<file path="config.mk">
export PLATFORM = sky130hd
export DESIGN_NAME = thr_irq_combiner
export DESIGN_NICKNAME = d
export VERILOG_FILES = /design/src/rtl/thr_irq_combiner.sv
export SDC_FILE = /design/constraint.sdc
export NUM_CORES = 1
export LEC_CHECK = 0
export BUFFER_PORTS_ARGS = -buffer_cell sky130_fd_sc_hd__buf_2
export CAP_MARGIN = 20
export CORE_ASPECT_RATIO = 0.75
export CORE_MARGIN = 1.5
export CORE_UTILIZATION = 35
export CTS_BUF_LIST = sky130_fd_sc_hd__clkbuf_8
export CTS_CLUSTER_SIZE = 24
export DETAILED_ROUTE_END_ITERATION = 16
export GPL_ROUTABILITY_DRIVEN = 0
export PLACE_DENSITY_LB_ADDON = 0.1
export SYNTH_ARGS = -nofsm -noshare
export SYNTH_HDL_FRONTEND = slang
export SYNTH_SLANG_ARGS = --single-unit
</file>
<file path="constraint.sdc">
create_clock -name clk -period 3 [get_ports clk]
set_clock_uncertainty 0.1 [all_clocks]
set_input_delay 0.3 -clock clk [delete_from_list [all_inputs] [get_ports clk]]
set_output_delay 0.3 -clock clk [all_outputs]
set_load 0.01 [all_outputs]
</file>
<file path="src/rtl/thr_irq_combiner.sv">
`timescale 1ns/1ps
module thr_irq_combiner #(
  parameter int SAMPLE_W = 12,
  parameter int DATA_W   = 8,
  parameter int ADDR_W   = 2
) (
  input  logic                       clk,
  input  logic                       rst_n,
  input  logic                       sample_valid,
  input  logic signed [SAMPLE_W-1:0] x_sample,
  input  logic signed [SAMPLE_W-1:0] y_sample,
  input  logic signed [SAMPLE_W-1:0] z_sample,
  input  logic                       wr_en,
  input  logic                       rd_en,
  input  logic [ADDR_W-1:0]          addr,
  input  logic [DATA_W-1:0]          wdata,
  output logic [DATA_W-1:0]          rdata,
  output logic                       irq
);
  localparam int NUM_AX = 3;
  localparam int NUM_EV = 2 * NUM_AX;

  logic [7:0]               cfg_q;
  logic signed [DATA_W-1:0] thr_q;
  logic [NUM_EV-1:0]        flag_q;
  logic                     ia_q;

  logic signed [SAMPLE_W-1:0] thr_ext;
  logic signed [SAMPLE_W-1:0] smp [NUM_AX];
  logic [NUM_EV-1:0]          ev;
  logic [NUM_EV-1:0]          en;
  logic [NUM_EV-1:0]          hit;
  logic                       act;
  logic                       rd_src;

  assign thr_ext = SAMPLE_W'(thr_q);
  assign smp[0]  = x_sample;
  assign smp[1]  = y_sample;
  assign smp[2]  = z_sample;

  for (genvar a = 0; a < NUM_AX; a++) begin : g_axis
    assign ev[2*a+1] = smp[a] > thr_ext;
    assign ev[2*a]   = smp[a] < thr_ext;
  end

  assign en     = cfg_q[NUM_EV-1:0];
  assign hit    = ev & en;
  assign act    = cfg_q[7] ? ((en != '0) && (hit == en)) : (|hit);
  assign rd_src = rd_en && (addr == ADDR_W'(1));
  assign irq    = ia_q;

  always_ff @(posedge clk or negedge rst_n) begin
    if (!rst_n) begin
      cfg_q  <= '0;
      thr_q  <= '0;
      flag_q <= '0;
      ia_q   <= 1'b0;
    end else begin
      if (wr_en) begin
        if (addr == ADDR_W'(0)) cfg_q <= wdata[7:0];
        if (addr == ADDR_W'(2)) thr_q <= wdata;
      end
      if (sample_valid && !(cfg_q[6] && ia_q && !rd_src)) begin
        ia_q   <= act;
        flag_q <= hit;
      end else if (rd_src && cfg_q[6]) begin
        ia_q   <= 1'b0;
        flag_q <= '0;
      end
    end
  end

  always_comb begin
    rdata = '0;
    case (addr)
      ADDR_W'(0): rdata = DATA_W'(cfg_q);
      ADDR_W'(1): rdata = DATA_W'({1'b0, ia_q, flag_q});
      ADDR_W'(2): rdata = thr_q;
      default:    rdata = '0;
    endcase
  end
endmodule


</file>
==> metrics.md <==
| Metric | Value |
|---|---|
| TritonCTS buffer count | 3 |
| Outcome | finished, final reports clean |
| Cell taking the most area after synthesis | dfrtp_1 |
| Area Growth Syn to Fin | 21.4% |
| Placed cell area | 2470 um2 |
| Worst skew pair latency | roughly 0.27 ns |
| DIE AREA | between 6000 and 7000 um2 |
| Final ANT Viol Nets | 0 |
| Crit-path max FO | 12 |
| Final Critical Period | about 2.8 ns |
| Fin Hold WS | around 0.17 ns |
| Via-per-instance ratio | 5.27 |
| Inserted Diodes | 0 |
| Die height | ~70 um |
| Clock Sinks | 23 |
| Via count | 1881 |
| PwrDens | between 500 and 600 nW/um2 |
| Sequential share of the synthesized area | ~27% |
| Gate count of the mapped netlist | roughly 220 |
| Fin area | 2550 um2 |
| Vias in the first global route | ~1800 |
| HPWL after DPL | ~4600 um |
| Final Hold Viols | 0 |
| Final wirelength | between 5000 and 6000 um |
| Filler Cell Count | between 600 and 700 |
| Placed Cells | 350 |
| Fmax | roughly 0.36 GHz |
| Post-route setup slack | approximately 0.23 ns |
| Post-synth EDFFs | 0 |
| Post-synth ARST share | 100% |
| Yosys cell types | 47 |
| Max-Cap Viols | 0 |
| Final Cycle Share | a little over 90% |
| Ports | 60 |
| FF/Latch Area | around 580 um2 |
| Number of port buffers | 59 |
| Global-route wire length before repair | about 8800 um |
| Top cells by count, synth | ha_1 (36), dfrtp_1 (23), nand2_1 (20) |
| Slew Limit Fails | 0 |
| Warnings from Yosys | 0 |
| Leakage | approximately 1.2 nW |
| Multi-input logic area | between 1000 and 1500 um2 |
| Worst EP required | roughly 3.1 ns |
| RSZ-0062 raised after global routing | no |
| GRT overflow | 0 |
| Layout cells sized above 1 | between 30 and 40% |
| Setup TNS | 0 ns |
| # H-tree levels | 1 |
| Synth top area share | a little over a quarter |
| Drt pass-1 iters | 4 |
| Post-Synthesis Mean Instance Area | 9.73 um2 |
| Ys flop type | dfrtp_1 |
| Crit path arrival time | between 2 and 3 ns |
| GRT Total Usage | about 18% |
| Synth Net Count | roughly 300 |
| Endpoint class of the critical path | register |
| Hold_sp | wdata[1] |
| Top post-synthesis cells by area | dfrtp_1 (27%), ha_1 (21%), mux2_2 (8.6%) |
| Post-route non-filler standard cell count | 357 |
| Critical Path Source Type | register |
| FF+latch count, synth | 23 |
| DP Worst Slack | 0.175 ns |
| Initial Util | 36.3% |
| Drt drc | 0 |
| 1st-iter DRT viols | between 60 and 70 |
| Setup crit start | thr_q[7] |
| Tightest Pin Transition | ~0.73 ns |
| CTS clk-pin slew, worst paths | around 0.090 ns |
| Antenna violations before repair | 0 |
| Clock Path Buffers | 2 |
| Worst VDD drop | approximately 0.22 mV |
| Clock Tree Root | clkbuf_8 |
| TritonCTS clock tree | done |
| RR Startpoint | thr_q[7] |
| Largest net degree at the start of global routing | 24 |
| FP Rows | 24 |
| Final #Nets | between 300 and 400 |
| Count leader, synth | ha_1 |
| Die Wd | approximately 90 um |
| Relative slew slack | 51.4% |
| Syn Std Cell Area | 2100 um2 |
| HP Class | input pin to register |
| Endpoints failing setup | 0 |
| DR WL/cell | 15.4 um |
| Core box area | around 5800 um2 |
| Crit Path Class | register to register |
==> metal layers <==
| layer | share of wire [%] | GRT usage (%) | up-vias |
|---|---|---|---|
| li1 | - | - | 960 |
| met1 | 53 | 27.3 | 869 |
| met2 | 41 | 25.7 | 50 |
| met3 | 5.5 | 3.49 | 2 |
| met4 | 0.29 | 2.05 | 0 |
| met5 | 0 | 0 | - |
==> power breakdown <==
part	internal, W	total (W)	switching (W)	leakage, nW
clock network	0.0000941	0.000199	0.000105	0.0217
registers	0.000383	0.000469	0.0000855	0.281
logic	0.000285	0.000613	0.000328	0.926
total	0.000762	0.00128	0.000518	1.23
==> layout make-up <==
cell class                      instances  share of cell area, %
Inverter                               14                   2.21
Clock inverter                          1                  0.294
Multi-Input combinational cell        176                   57.0
Clock buffer                            3                   1.62
Tap cell                               78                   3.82
Sequential cell                        23                   22.5
Timing Repair Buffer                   62                   12.5
==> worst paths after layout <==
| check | end | slack, ns | cells after the start |
|---|---|---|---|
| setup / recovery | irq | 0.23 | 9 |
| hold reg to reg | flag_q[5] | 0.40 | 1 |
| setup reg to reg | irq | 0.23 | 9 |
| min in group asynchronous | flag_q[4] | 0.43 | 2 |
| hold / removal | cfg_q[1] | 0.17 | 3 |
| max in group asynchronous | thr_q[4] | 2.02 | 2 |
==> through the flow <==
stage	util (%)	power (W)
floorplan	-	0.000877
global placement	42.7	0.00107
detailed placement	42.7	0.00108
CTS	43.7	0.00128
global route	44.0	0.00139
finish	44.0	0.00128
==> state kept, by name (all words and copies together) (netlist names) <==
register / count
irq: 1
thr_q: 8
flag_q: 6
cfg_q: 8
==> cell usage in the layout, fill, tap and decap left out, types with 4 or more instances in the layout <==
| cell | count |
|---|---|
| mux2_2 | 16 |
| nor2_1 | 4 |
| dfrtp_1 | 23 |
| nand4_1 | 9 |
| nor2b_1 | 6 |
| nand2_1 | 20 |
| inv_1 | 13 |
| o211ai_1 | 4 |
| mux2i_1 | 9 |
| ha_1 | 36 |
| o21ai_0 | 14 |
| a21oi_1 | 12 |
| buf_2 | 59 |
==> timing repair <==
item	CTS	global route
hold endpoints to repair	23	0
setup buffers	0	2
setup endpoints to repair	0	1
resized for setup	0	1
hold buffers	1	0
==> worst max-delay path, cell delays in order, from the launching register on <==
cell,delay [ns]
dfrtp_1,0.42
clkinvlp_4,0.27
ha_1,0.41
and3b_1,0.19
a221o_1,0.26
a2111oi_1,0.35
o31ai_1,0.16
a2111oi_2,0.25
a31oi_1,0.14
a31oi_1,0.14
==> cell families after synthesis <==
group | share of synthesized area, %
adders and majority gates | 21.4
DFF | 27.4
and+or+nand+nor | 14.0
AOI/OAI and AO/OA | 20.3
buffers and inverters | 3.45
muxes | 13.4
No activity file was read; power rests on OpenSTA's default activity.
